===== src/rtl/sea_pkg.sv =====
package sea_pkg;
    localparam int unsigned SRC_N  = 7;
    localparam int unsigned DATA_W = 32;
    localparam int unsigned ADDR_W = 4;

    // word addresses of the register views
    localparam int unsigned WA_RAW   = 0;
    localparam int unsigned WA_MVIEW = 1;
    localparam int unsigned WA_MASK  = 2;
    localparam int unsigned WA_TRIG  = 3;

    // bit 0 (correctable SRAM) is the only non-fatal source
    localparam logic [SRC_N-1:0] NONFATAL_SEL = 7'b000_0001;
endpackage


===== src/rtl/sea_regbus.sv =====
module sea_regbus #(
    parameter int unsigned N      = sea_pkg::SRC_N,
    parameter int unsigned DATA_W = sea_pkg::DATA_W,
    parameter int unsigned ADDR_W = sea_pkg::ADDR_W
) (
    input  logic              clk,
    input  logic              rst_n,
    input  logic              wr_i,
    input  logic              rd_i,
    input  logic [ADDR_W-1:0] addr_i,
    input  logic [DATA_W-1:0] wdata_i,
    input  logic [N-1:0]      status_i,
    output logic [N-1:0]      mask_o,
    output logic [N-1:0]      clr_o,
    output logic [N-1:0]      inj_o,
    output logic [DATA_W-1:0] rdata_o
);
    localparam logic [ADDR_W-1:0] A_RAW   = ADDR_W'(sea_pkg::WA_RAW);
    localparam logic [ADDR_W-1:0] A_MVIEW = ADDR_W'(sea_pkg::WA_MVIEW);
    localparam logic [ADDR_W-1:0] A_MASK  = ADDR_W'(sea_pkg::WA_MASK);
    localparam logic [ADDR_W-1:0] A_TRIG  = ADDR_W'(sea_pkg::WA_TRIG);

    typedef struct packed {
        logic [N-1:0]      mask;
        logic [DATA_W-1:0] rdata;
    } bus_state_t;

    bus_state_t st_d, st_q;
    logic [N-1:0] wbits;
    logic         unused_whi;

    assign wbits      = wdata_i[N-1:0];
    assign unused_whi = ^wdata_i[DATA_W-1:N];

    always_comb begin
        st_d  = st_q;
        clr_o = '0;
        inj_o = '0;
        if (wr_i) begin
            case (addr_i)
                A_RAW, A_MVIEW: clr_o     = wbits;
                A_MASK:         st_d.mask = wbits;
                A_TRIG:         inj_o     = wbits;
                default: ;
            endcase
        end
        if (rd_i) begin
            st_d.rdata = '0;
            case (addr_i)
                A_RAW:   st_d.rdata[N-1:0] = status_i;
                A_MVIEW: st_d.rdata[N-1:0] = status_i & ~st_q.mask;
                A_MASK:  st_d.rdata[N-1:0] = st_q.mask;
                default: ;
            endcase
        end
    end

    always_ff @(posedge clk or negedge rst_n) begin
        if (!rst_n) st_q <= '0;
        else        st_q <= st_d;
    end

    assign mask_o  = st_q.mask;
    assign rdata_o = st_q.rdata;

    AST_RSVD_ZERO: assert property (@(posedge clk) disable iff (!rst_n)
        rdata_o[DATA_W-1:N] == '0);
endmodule


===== src/rtl/sea_status.sv =====
module sea_status #(
    parameter int unsigned N = sea_pkg::SRC_N
) (
    input  logic         clk,
    input  logic         rst_n,
    input  logic [N-1:0] evt_i,
    input  logic [N-1:0] inj_i,
    input  logic [N-1:0] mask_i,
    input  logic [N-1:0] clr_i,
    output logic [N-1:0] status_o
);
    typedef struct packed {
        logic [N-1:0] status;
    } stat_state_t;

    stat_state_t st_d, st_q;
    logic [N-1:0] set_w;

    for (genvar i = 0; i < N; i++) begin : g_src
        assign set_w[i] = (evt_i[i] | inj_i[i]) & ~mask_i[i];
    end

    always_comb begin
        st_d = st_q;
        for (int i = 0; i < N; i++) begin
            // a set in the same cycle beats a clear
            st_d.status[i] = set_w[i] | (st_q.status[i] & ~clr_i[i]);
        end
    end

    always_ff @(posedge clk or negedge rst_n) begin
        if (!rst_n) st_q <= '0;
        else        st_q <= st_d;
    end

    assign status_o = st_q.status;

    AST_EVENT_LATCHES: assert property (@(posedge clk) disable iff (!rst_n)
        1'b1 |=> ((status_o & $past((evt_i | inj_i) & ~mask_i)) ==
                  $past((evt_i | inj_i) & ~mask_i)));
    AST_MASK_BLOCKS: assert property (@(posedge clk) disable iff (!rst_n)
        1'b1 |=> ((status_o & ~$past(status_o) & $past(mask_i)) == '0));
    AST_CLEAR_TAKES: assert property (@(posedge clk) disable iff (!rst_n)
        1'b1 |=> ((status_o & $past(clr_i & ~(evt_i | inj_i))) == '0));
    AST_SET_BEATS_CLEAR: assert property (@(posedge clk) disable iff (!rst_n)
        1'b1 |=> ((status_o & $past(clr_i & evt_i & ~mask_i)) ==
                  $past(clr_i & evt_i & ~mask_i)));
endmodule


===== src/rtl/sea_irq.sv =====
module sea_irq #(
    parameter int unsigned  N      = sea_pkg::SRC_N,
    parameter logic [N-1:0] NF_SEL = sea_pkg::NONFATAL_SEL
) (
    input  logic [N-1:0] status_i,
    output logic         fatal_o,
    output logic         nonfatal_o
);
    logic [N-1:0] fat_bits, nf_bits;

    for (genvar i = 0; i < N; i++) begin : g_route
        if (NF_SEL[i]) begin : g_nf
            assign nf_bits[i]  = status_i[i];
            assign fat_bits[i] = 1'b0;
        end else begin : g_fat
            assign nf_bits[i]  = 1'b0;
            assign fat_bits[i] = status_i[i];
        end
    end

    assign fatal_o    = |fat_bits;
    assign nonfatal_o = |nf_bits;
endmodule


===== src/rtl/safety_err_aggregator.sv =====
module safety_err_aggregator #(
    parameter int unsigned N      = sea_pkg::SRC_N,
    parameter int unsigned DATA_W = sea_pkg::DATA_W,
    parameter int unsigned ADDR_W = sea_pkg::ADDR_W
) (
    input  logic              clk,
    input  logic              rst_n,
    input  logic [N-1:0]      err_evt_i,
    input  logic              bus_wr_i,
    input  logic              bus_rd_i,
    input  logic [ADDR_W-1:0] bus_addr_i,
    input  logic [DATA_W-1:0] bus_wdata_i,
    output logic [DATA_W-1:0] bus_rdata_o,
    output logic              irq_fatal_o,
    output logic              irq_nonfatal_o
);
    logic [N-1:0] status, mask, clr, inj;

    sea_regbus #(.N(N), .DATA_W(DATA_W), .ADDR_W(ADDR_W)) i_regbus (
        .clk      (clk),
        .rst_n    (rst_n),
        .wr_i     (bus_wr_i),
        .rd_i     (bus_rd_i),
        .addr_i   (bus_addr_i),
        .wdata_i  (bus_wdata_i),
        .status_i (status),
        .mask_o   (mask),
        .clr_o    (clr),
        .inj_o    (inj),
        .rdata_o  (bus_rdata_o)
    );

    sea_status #(.N(N)) i_status (
        .clk      (clk),
        .rst_n    (rst_n),
        .evt_i    (err_evt_i),
        .inj_i    (inj),
        .mask_i   (mask),
        .clr_i    (clr),
        .status_o (status)
    );

    sea_irq #(.N(N)) i_irq (
        .status_i   (status),
        .fatal_o    (irq_fatal_o),
        .nonfatal_o (irq_nonfatal_o)
    );

    AST_IRQ_QUIET: assert property (@(posedge clk) disable iff (!rst_n)
        (status == '0) |-> (!irq_fatal_o && !irq_nonfatal_o));
    AST_IRQ_HAS_CAUSE: assert property (@(posedge clk) disable iff (!rst_n)
        (irq_fatal_o || irq_nonfatal_o) |-> (status != '0));
    AST_MASK_NO_CLEAR: assert property (@(posedge clk) disable iff (!rst_n)
        (clr == '0) |=> ((status & $past(status)) == $past(status)));
endmodule


===== config.mk =====
export PLATFORM = sky130hd
export DESIGN_NAME = safety_err_aggregator
export DESIGN_NICKNAME = d
export VERILOG_FILES = /design/src/rtl/sea_pkg.sv /design/src/rtl/sea_regbus.sv /design/src/rtl/sea_status.sv /design/src/rtl/sea_irq.sv /design/src/rtl/safety_err_aggregator.sv
export SDC_FILE = /design/constraint.sdc
export NUM_CORES = 1
export LEC_CHECK = 0
export ABC_CLOCK_PERIOD_IN_PS = 950
export BUFFER_PORTS_ARGS = -buffer_cell sky130_fd_sc_hd__buf_2
export CAP_MARGIN = 20
export CELL_PAD_IN_SITES_DETAIL_PLACEMENT = 1
export CELL_PAD_IN_SITES_GLOBAL_PLACEMENT = 1
export CORE_AREA = 2 2 71 73
export CTS_BUF_LIST = sky130_fd_sc_hd__clkbuf_16
export DETAILED_ROUTE_END_ITERATION = 16
export DIE_AREA = 0 0 73 75
export MAX_ROUTING_LAYER = met4
export PLACE_DENSITY_LB_ADDON = 0.1
export RECOVER_POWER = 50
export SLEW_MARGIN = 0
export SYNTH_ARGS = -nofsm -noshare
export SYNTH_HDL_FRONTEND = slang
export SYNTH_SLANG_ARGS = --single-unit

===== constraint.sdc =====
create_clock -name clk -period 0.95 [get_ports clk]
set_clock_uncertainty 0.15 [all_clocks]
set_input_delay 0.095 -clock clk [delete_from_list [all_inputs] [get_ports clk]]
set_output_delay 0.095 -clock clk [all_outputs]
set_load 0.005 [all_outputs]

==> metrics.md, run 1 <==
| Metric | Value |
|---|---|
| Status | complete, but fails checks |
| Failing checks | hold timing, setup timing |
| CP Capture Type | output pin |
| Inserted Diodes | 0 |
| Lkg Pwr | between 0.9 and 1 nW |
| Area after DPL | around 1500 um2 |
| First-pass GRT wire length | 5300 um |
| Pin count of the biggest net entering global routing | 22 |
| Routed WL | between 3000 and 4000 um |
| Hold_ws | -0.0415 ns |
| CTS tree | done |
| Layout area overhead | 54.6% |
| Crit-path max FO | 2 |
| CTS sink count | 21 |
| Detail Route Antenna Nets | 0 |
| Ports | 81 |
| Netlist cell types | 25 |
| Routed vias/inst | 4.50 |
| Post-DP HPWL | about 2400 um |
| H-tree levels | 1 |
| Hold Crit Depth | 2 |
| Worst-skew pair later-pin latency | ~0.25 ns |
| Rows | 25 |
| Pre-CTS setup slack | -0.415 ns |
| Final core utilization | 40.8% |
| GRT Total Usage | 13.4% |
| Cell depth of the worst flop-to-flop path | 4 |
| Core Region | approximately 4700 um2 |
| CTS Root Cell | clkbuf_16 |
| Power, Total | 2.71 mW |
| Starting Density | 26.4% |
| Synth Cell Area | 1230 um2 |
| Register bit total from synthesis | 21 |
| Slew Viols, Final | 0 |
| Fin nets | around 230 |
| # fillers | 531 |
| Final hold vios | 9 |
| Ys Warns | 0 |
| Clock transition at path regs | roughly 0.060 ns |
| Port bufs | 30 |
| Design area | 1900 um2 |
| Vias | between 1000 and 1500 |
| Post-route setup slack | -0.505 ns |
| Worst EP required | approximately 0.7 ns |
| Vias in the first global route | about 1100 |
| Placer Congestion | 0.731 |
| Initial DRC Count | 7 |
| Setup repair after global routing missed its margin | true |
| Cts bufs inserted | 3 |
| Power per cell area | 1420 nW/um2 |
| Max-cap viol count | 0 |
| Peak supply drop | 586 uV |
| Full die area | around 5500 um2 |
| Placed instance count | 214 |
| Die width | 73 um |
| Syn Area/Cell | about 10 um2 |
| Final setup viols | 30 |
| Hold_buf cts | 5 |
| Worst EP arrival | 1.21 ns |
| Die height | 75 um |
| Clock Path Buffers | 2 |
| Final Non-Filler Cells | between 200 and 250 |
| Post-route DRC | 0 |
| WL/cell | 14.5 um |
| Congestion Overflow GR | 0 |
| Most frequent cells in the layout | conb_1 (25), buf_2 (25), dfrtp_1 (21) |
| Initial antenna violation count | 0 |
| Post-synthesis sequential area ratio | 42.7% |
| Max Freq | just under 700 MHz |
| CP Class | reg2out |
| First-pass detailed-route iteration total | 4 |
| Synth Instances | 118 |
| Layout cells sized above 1 | 55.6% |
| Crit path time final | ~1.5 ns |
| Hold Crit Class | in2reg |
| Tcrit/Tclk final | 153% |
| Critical Path Source Type | register |
-- cells in the mapped netlist --
| cell | count | area (um2) |
|---|---|---|
| dfrtp_1 | 21 | 526 |
| mux2_1 | 3 | 33.8 |
| o21ai_0 | 7 | 35.0 |
| buf_6 | 3 | 33.8 |
| o22ai_1 | 6 | 37.5 |
| a31oi_1 | 7 | 43.8 |
| nor2_1 | 1 | 3.75 |
| nor4b_2 | 1 | 15.0 |
| and2_4 | 1 | 8.76 |
| o2bb2ai_1 | 7 | 61.3 |
| buf_1 | 1 | 3.75 |
| buf_2 | 1 | 5.00 |
| nor2b_1 | 1 | 6.26 |
| nand3b_1 | 1 | 7.51 |
| mux2_2 | 4 | 45.0 |
| clkbuf_1 | 1 | 3.75 |
| conb_1 | 1 | 3.75 |
| inv_1 | 7 | 26.3 |
| mux2i_1 | 6 | 60.1 |
| nand2_1 | 9 | 33.8 |
| nor3b_2 | 1 | 12.5 |
| o32ai_2 | 1 | 16.3 |
| or4b_4 | 1 | 13.8 |
| nor4_1 | 1 | 6.26 |
| buf_4 | 25 | 188 |
-- flip-flops by register name, summed over array words and instances (netlist names) --
name               cells
i_regbus.rdata_o       7
i_status.status_o      7
i_regbus.mask_o        7
-- kinds of logic (layout without fill, tap and decap cells) --
family / count (synthesis) / after routing / share of synthesized area [%]
buffers and inverters: 38 / 74 / 21.2
muxes: 13 / 13 / 11.3
AOI/OAI and AO/OA: 28 / 28 / 15.8
other: 1 / 25 / 0.305
DFF: 21 / 21 / 42.7
and+or+nand+nor: 17 / 17 / 8.75
-- through the flow --
step | TNS, ns | hold slack, ns
2_1_floorplan | -5.65 | -0.351
3_3_place_gp | -7.01 | -0.0641
3_5_place_dp | -7.41 | -0.0556
4_1_cts | -2.51 | -0.0450
5_1_grt | -3.64 | -0.0365
6_report | -2.37 | -0.0415
-- where the power goes --
part | internal [mW] | leakage (nW) | switching [mW]
logic | 0.419 | 0.649 | 0.288
registers | 1.00 | 0.245 | 0.100
clock network | 0.565 | 0.0409 | 0.331
total | 1.99 | 0.935 | 0.719
-- final cells by class --
cell class / instances / area (um2) / share of cell area [%]
Multi-Input combinational cell: 83 / 709 / 37.3
Sequential cell: 21 / 526 / 27.6
Inverter: 7 / 26.3 / 1.38
Clock inverter: 1 / 5.00 / 0.263
Timing Repair Buffer: 63 / 493 / 25.9
Clock buffer: 3 / 75.1 / 3.95
Tap cell: 54 / 67.6 / 3.55
-- critical path, stage by stage (launching register included) --
cell and delay, ns:
dfrtp_1 0.39, nor4_2 0.27, buf_4 0.15, nand2_2 0.04
buf_6 0.11
-- metal layers --
metal | global-route usage [%] | vias to the layer above | wire [um]
li1 | - | 485 | -
met1 | 16.2 | 515 | 1450
met2 | 23.0 | 37 | 1740
met3 | 1.34 | 6 | 127
met4 | 4.94 | 0 | 51
met5 | - | - | 0
-- timing repair --
| action | 4_1_cts | 5_1_grt |
|---|---|---|
| endpoints found under the setup margin | 30 | 40 |
| pin swaps | 9 | 9 |
| setup buffers | 5 | 5 |
| gates resized for setup | 39 | 23 |
| endpoints found under the hold margin | 35 | 9 |
| gates cloned | 0 | 0 |
-- worst paths after layout --
check / end / from / slack [ns]
worst min register to register: i_status.status_o[3] / i_regbus.mask_o[3] / 0.35
worst max register to register: i_regbus.rdata_o[3] / i_status.status_o[3] / -0.17
worst max-delay path: irq_fatal_o / i_status.status_o[3] / -0.50
min in group asynchronous: i_status.status_o[0] / rst_n / 0.19
max in group asynchronous: i_status.status_o[5] / rst_n / 0.12
worst min-delay path: i_regbus.mask_o[6] / bus_wdata_i[6] / -0.04
Power figures use the tool's default switching activity.
==> run 2: changes to the inputs <==
Settings changed: ABC_AREA set to 1, ABC_CLOCK_PERIOD_IN_PS 950 to 1500, CORE_AREA 2 2 71 73 to 2 2 74 76, DIE_AREA 0 0 73 75 to 0 0 76 78, SYNTH_HIERARCHICAL set to 1.
Clock period 0.95 ns to 1.5 ns, I/O delays scaled along.
==> run 2 against run 1 <==
Compared with the run above: synthesized cell count increased by 76%; critical endpoint unchanged; global-route usage up 0.35 points; the flow now finishes without violations; critical path depth shrank 1; sequential power is 37% lower; flip-flop and latch count unchanged.
==> metrics.md, run 2 <==
| Metric | Value |
|---|---|
| Status | completed |
| Starting Density | 28.8% |
| CP Capture Type | output pin |
| Layout area overhead | 24.7% |
| Commonest cells post-synth | nand2_1 (49), inv_1 (31), nand3_1 (30), buf_4 (27), dfrtp_1 (21) |
| Final setup viols | 0 |
| Crit path time final | 1.36 ns |
| Met2 WL post-DR | 1690 um |
| Register bit total from synthesis | 21 |
| Power, Total | 1.56 mW |
| Slew headroom | between 60% and 70% |
| Full die area | 5930 um2 |
| Commonest register cell after synthesis | dfrtp_1 |
| Fin nets | 303 |
| H-tree levels | 1 |
| Routed vias/inst | 4.01 |
| Post-synthesis sequential area ratio | between 30% and 40% |
| FFs w/ async S/R, synth | 100% |
| Slew Viols, Final | 0 |
| Max Freq | 736 MHz |
| Postcts setup bufs | 0 |
| Die height | 78 um |
| Lkg Pwr | 1.01 nW |
| Final Non-Filler Cells | 325 |
| Critical Path Source Type | register |
| Hold Crit Class | in2reg |
| Vias | 1303 |
| Peak supply drop | 399 uV |
| Worst EP required | 1.20 ns |
| Top Layer Used | met4 |
| Crit-path max FO | 4 |
| Netlist cell types | 17 |
| Routed WL | 3640 um |
| Most frequent cell after synthesis | nand2_1 |
| Post-synth EDFFs | 0 |
| Most frequent cells in the layout | nand2_1 (49), inv_1 (32), nand3_1 (30) |
| Tcrit/Tclk final | 90.6% |
| Synth top area cells | dfrtp_1 (36%), buf_4 (14%), nand2_1 (13%) |
| Pre-CTS setup slack | approximately 0.14 ns |
| Fin Setup TNS | 0 ns |
| Power per cell area | 860 nW/um2 |
| Post-DP HPWL | approximately 2700 um |
| Core Region | 5040 um2 |
| CTS tree | done |
| Cts bufs inserted | 3 |
| Setup repair after global routing missed its margin | false |
| Post-route DRC | 0 |
| GRT Total Usage | 13.7% |
| CP Class | reg2out |
| Wire length on met3 | 182 um |
| WL/cell | approximately 11 um |
| Final core utilization | 35.9% |
| Most common cell after layout, fill and taps aside | nand2_1 |
| Synth Cell Area | 1450 um2 |
| Die width | 76 um |
| CTS sink count | 21 |
| Ports | 81 |
| Pin count of the biggest net entering global routing | 22 |
| Worst-skew pair later-pin latency | ~0.26 ns |
| Clock transition at path regs | 0.06 ns |
| Synth area leader | dfrtp_1 |
| Layout cells sized above 1 | between 10% and 20% |
| Clock Path Buffers | 2 |
| DRT met1 WL | 1720 um |
| Synth Instances | around 210 |
| First-pass GRT wire length | 6250 um |
| Congestion Overflow GR | 0 |
| Placer Congestion | 0.698 |
| Initial DRC Count | 42 |
| Rows | 26 |
| Final hold vios | 0 |
| CTS Root Cell | clkbuf_16 |
| Worst EP arrival | between 1 and 1.5 ns |
| Inserted Diodes | 0 |
| Placed instance count | 307 |
| Max-cap viol count | 0 |
| Vias in the first global route | 1317 |
| First-pass detailed-route iteration total | 4 |
| Initial antenna violation count | 0 |
| Worst-Margin Slew | 0.564 ns |
| Ys Warns | 6 |
| Port bufs | 30 |
| Post-route setup slack | 0.142 ns |
| Detail Route Antenna Nets | 0 |
| Syn Area/Cell | 6.98 um2 |
| Synth top area share | 36.2% |
run 2: area by class of cell:
class	instances	area [um2]
inverters	31	116
clock buffers	3	75.1
flip-flops and latches	21	526
clock inverters	1	3.75
multi-input cells	149	672
fillers	679	3230
well taps	70	87.6
repair buffers	50	330
run 2: per-layer routing:
layer  up-vias  GRT usage (%)
li1        694              -
met2        35           22.3
met3         5           2.21
met4         0           4.36
met1       569           17.6
met5         -              -
run 2: where the power goes:
| part | internal, mW | leakage [nW] | switching (mW) |
|---|---|---|---|
| clock | 0.356 | 0.0423 | 0.215 |
| sequential | 0.628 | 0.247 | 0.0626 |
| combinational | 0.127 | 0.718 | 0.169 |
run 2: kinds of logic after synthesis:
kind of cell / after synthesis / synth area share (%)
AO/OA/AOI/OAI: 15 / 5.17
other: 1 / 0.258
flip-flops: 21 / 36.2
buffers and inverters: 62 / 23.7
AND/OR/NAND/NOR: 109 / 34.7
run 2: timing repair:
item | CTS | global route
endpoints found under the hold margin | 34 | 0
resized for setup | 0 | 0
hold buffers | 14 | 0
run 2: worst paths after layout:
path | endpoint | depth (start not counted) | slack (ns) | from
min in group asynchronous | i_regbus/mask_o[4] | 2 | 0.27 | rst_n
setup reg to reg | i_regbus/rdata_o[0] | 6 | 0.46 | i_status/status_o[0]
setup / recovery | irq_fatal_o | 3 | 0.14 | i_status/status_o[4]
max in group asynchronous | i_status/status_o[6] | 2 | 0.56 | rst_n
hold / removal | i_regbus/rdata_o[0] | 3 | 0.04 | bus_rd_i
hold reg to reg | i_regbus/rdata_o[3] | 2 | 0.32 | i_regbus/rdata_o[3]
run 2: through the flow:
stage / hold WS, ns / instance area [um2]
floorplan: -0.296 / 1540
global placement: 0.00626 / 1600
detailed placement: 0.00958 / 1600
CTS: 0.0429 / 1820
global route: 0.0514 / 1810
finish: 0.0373 / 1810
run 2: worst max-delay path: stages, from the launching register on:
cell,delay (ns)
dfrtp_1,0.42
nor2_1,0.15
nand3_1,0.10
buf_2,0.13
==> run 3: changes to the inputs <==
Settings changed: PLACE_DENSITY set to 0.81, PLACE_DENSITY_LB_ADDON 0.1 to not set.
==> run 3 against run 2 <==
Compared with the run above: core utilization is 0.35 points lower; final area down 0.97%; power shrank 0.23%; hold slack better by 0.0055 ns; combinational power about the same; first-iteration DRC count increased by 64%; sequential share of layout area up 0.28 points; clock power down 0.9%.
==> metrics.md, run 3 (synthesis results as in run 2) <==
| Metric | Value |
|---|---|
| Congestion Overflow GR | 0 |
| Slew headroom | around 62% |
| Max-cap viol count | 0 |
| Routed WL | 3580 um |
| Area after DPL | ~1600 um2 |
| Tcrit/Tclk final | 89.3% |
| Reg2reg end | i_regbus/rdata_o[5] |
| Crit path time final | between 1 and 1.5 ns |
| First-pass detailed-route iteration total | 4 |
| First-pass GRT wire length | 6010 um |
| CTS sink count | 21 |
| Detail Route Antenna Nets | 0 |
| CTS Root Cell | clkbuf_16 |
| Worst r2r src | i_status/status_o[5] |
| Die width | approximately 76 um |
| Worst EP required | 1.20 ns |
| Final setup viols | 0 |
| Pin count of the biggest net entering global routing | 22 |
| CP Capture Type | output pin |
| Max Freq | 746 MHz |
| Worst EP arrival | 1.04 ns |
| Layout area overhead | 23.5% |
| Pre-CTS setup slack | 0.0598 ns |
| Inserted Diodes | 0 |
| Slew Viols, Final | 0 |
| Clock Path Buffers | 2 |
| Full die area | a little under 6000 um2 |
| Post-route setup slack | 0.160 ns |
| Status | completed |
| Slowest cell on the critical path | dfrtp_1 |
| Peak supply drop | 358 uV |
| Power per cell area | 867 nW/um2 |
| Most frequent cells in the layout | nand2_1 (49), inv_1 (31), nand3_1 (30) |
| Final hold vios | 0 |
| Routed vias/inst | 4.16 |
| Critical Path Source Type | register |
| Setup repair after global routing missed its margin | false |
| Max incr delay on CP | 0.42 ns |
| Rows | 26 |
| Reg2reg setup slack | 0.44 ns |
| Port bufs | 30 |
| Ports | 81 |
| Power, Total | approximately 1.6 mW |
| Worst-skew pair later-pin latency | 0.26 ns |
| Most common cell after layout, fill and taps aside | nand2_1 |
| Die height | around 78 um |
| Post-DP HPWL | 2730 um |
| Worst-Margin Slew | between 0.5 and 0.6 ns |
| Cts bufs inserted | 3 |
| WL/cell | between 10 and 15 um |
| Layout cells sized above 1 | 16.3% |
| CP Cell Sequence | nor2_1 -> nand3_1 -> buf_2 |
| Placed instance count | a little over 300 |
| Fin Setup TNS | 0 ns |
| Hold_ws | about 0.043 ns |
| Vias in the first global route | roughly 1300 |
| Clock transition at path regs | 0.06 ns |
| Initial antenna violation count | 0 |
| Vias | roughly 1300 |
| Initial DRC Count | 69 |
| Cell depth of the worst flop-to-flop path | 6 |
| GRT Total Usage | 13.2% |
| Worst setup startpoint | i_status/status_o[4] |
| Starting Density | 28.8% |
| Placer Congestion | 0.731 |
| Hold Crit Class | in2reg |
| Final Non-Filler Cells | 322 |
| Postcts setup bufs | 0 |
| Design area | 1790 um2 |
| CTS tree | done |
| Post-route DRC | 0 |
| Crit-path max FO | 4 |
| Final core utilization | 35.6% |
| Lkg Pwr | 0.994 nW |
| Core Region | 5040 um2 |
| Fin nets | 300 |
| H-tree levels | 1 |
| CP endpoint | irq_fatal_o |
| CP Class | reg2out |
-- run 3: cell count changes in the layout (fill, tap and decap cells not counted) --
cell,before,now
clkbuf_1,2,1
inv_1,32,31
buf_4,5,3
clkinv_2,0,1
-- run 3: area by class of cell --
type,count,area [um2]
clock buffers,3,75.1
repair buffers,47,312
flip-flops and latches,21,526
multi-input cells,149,672
well taps,70,87.6
clock inverters,1,5.00
fillers,677,3250
inverters,31,116
-- run 3: worst max-delay path: cells and delay by family, from the launching register on --
family	cells	cell delay, ns
buffers and inverters	1	0.14
AND/OR/NAND/NOR	2	0.22
flip-flops	1	0.42
-- run 3: power by group --
part           internal, mW  switching (mW)  leakage, nW  total [mW]
clock network         0.358           0.208       0.0409       0.566
registers             0.628          0.0652        0.247       0.693
logic                 0.123           0.172        0.706       0.295
total                  1.11           0.445        0.994        1.55
-- run 3: worst min-delay path by stage --
| stage | from | end | slack, ns | cells past startpoint |
|---|---|---|---|---|
| 3_3_place_gp | rst_n | i_regbus/rdata_o[0] | -0.01 | 1 |
| 2_1_floorplan | rst_n | i_regbus/mask_o[0] | -0.30 | 0 |
| 4_1_cts | bus_rd_i | i_regbus/rdata_o[6] | 0.04 | 3 |
| 5_1_grt | bus_rd_i | i_regbus/rdata_o[2] | 0.07 | 3 |
| 3_5_place_dp | rst_n | i_regbus/rdata_o[4] | -0.003 | 1 |
| 6_report | bus_rd_i | i_regbus/rdata_o[6] | 0.04 | 3 |
-- run 3: repair_timing --
| action | CTS | global route |
|---|---|---|
| endpoints found under the hold margin | 34 | 0 |
| hold buffers | 14 | 0 |
| gates resized for setup | 0 | 0 |
-- run 3: per-layer routing --
| layer | track usage, % | part of all wire, % | vias up |
|---|---|---|---|
| met3 | 3.02 | 5.4 | 2 |
| li1 | - | - | 686 |
| met2 | 21.1 | 46 | 39 |
| met1 | 16.7 | 48 | 612 |
| met4 | 3.82 | 0.84 | 0 |
| met5 | - | 0 | - |
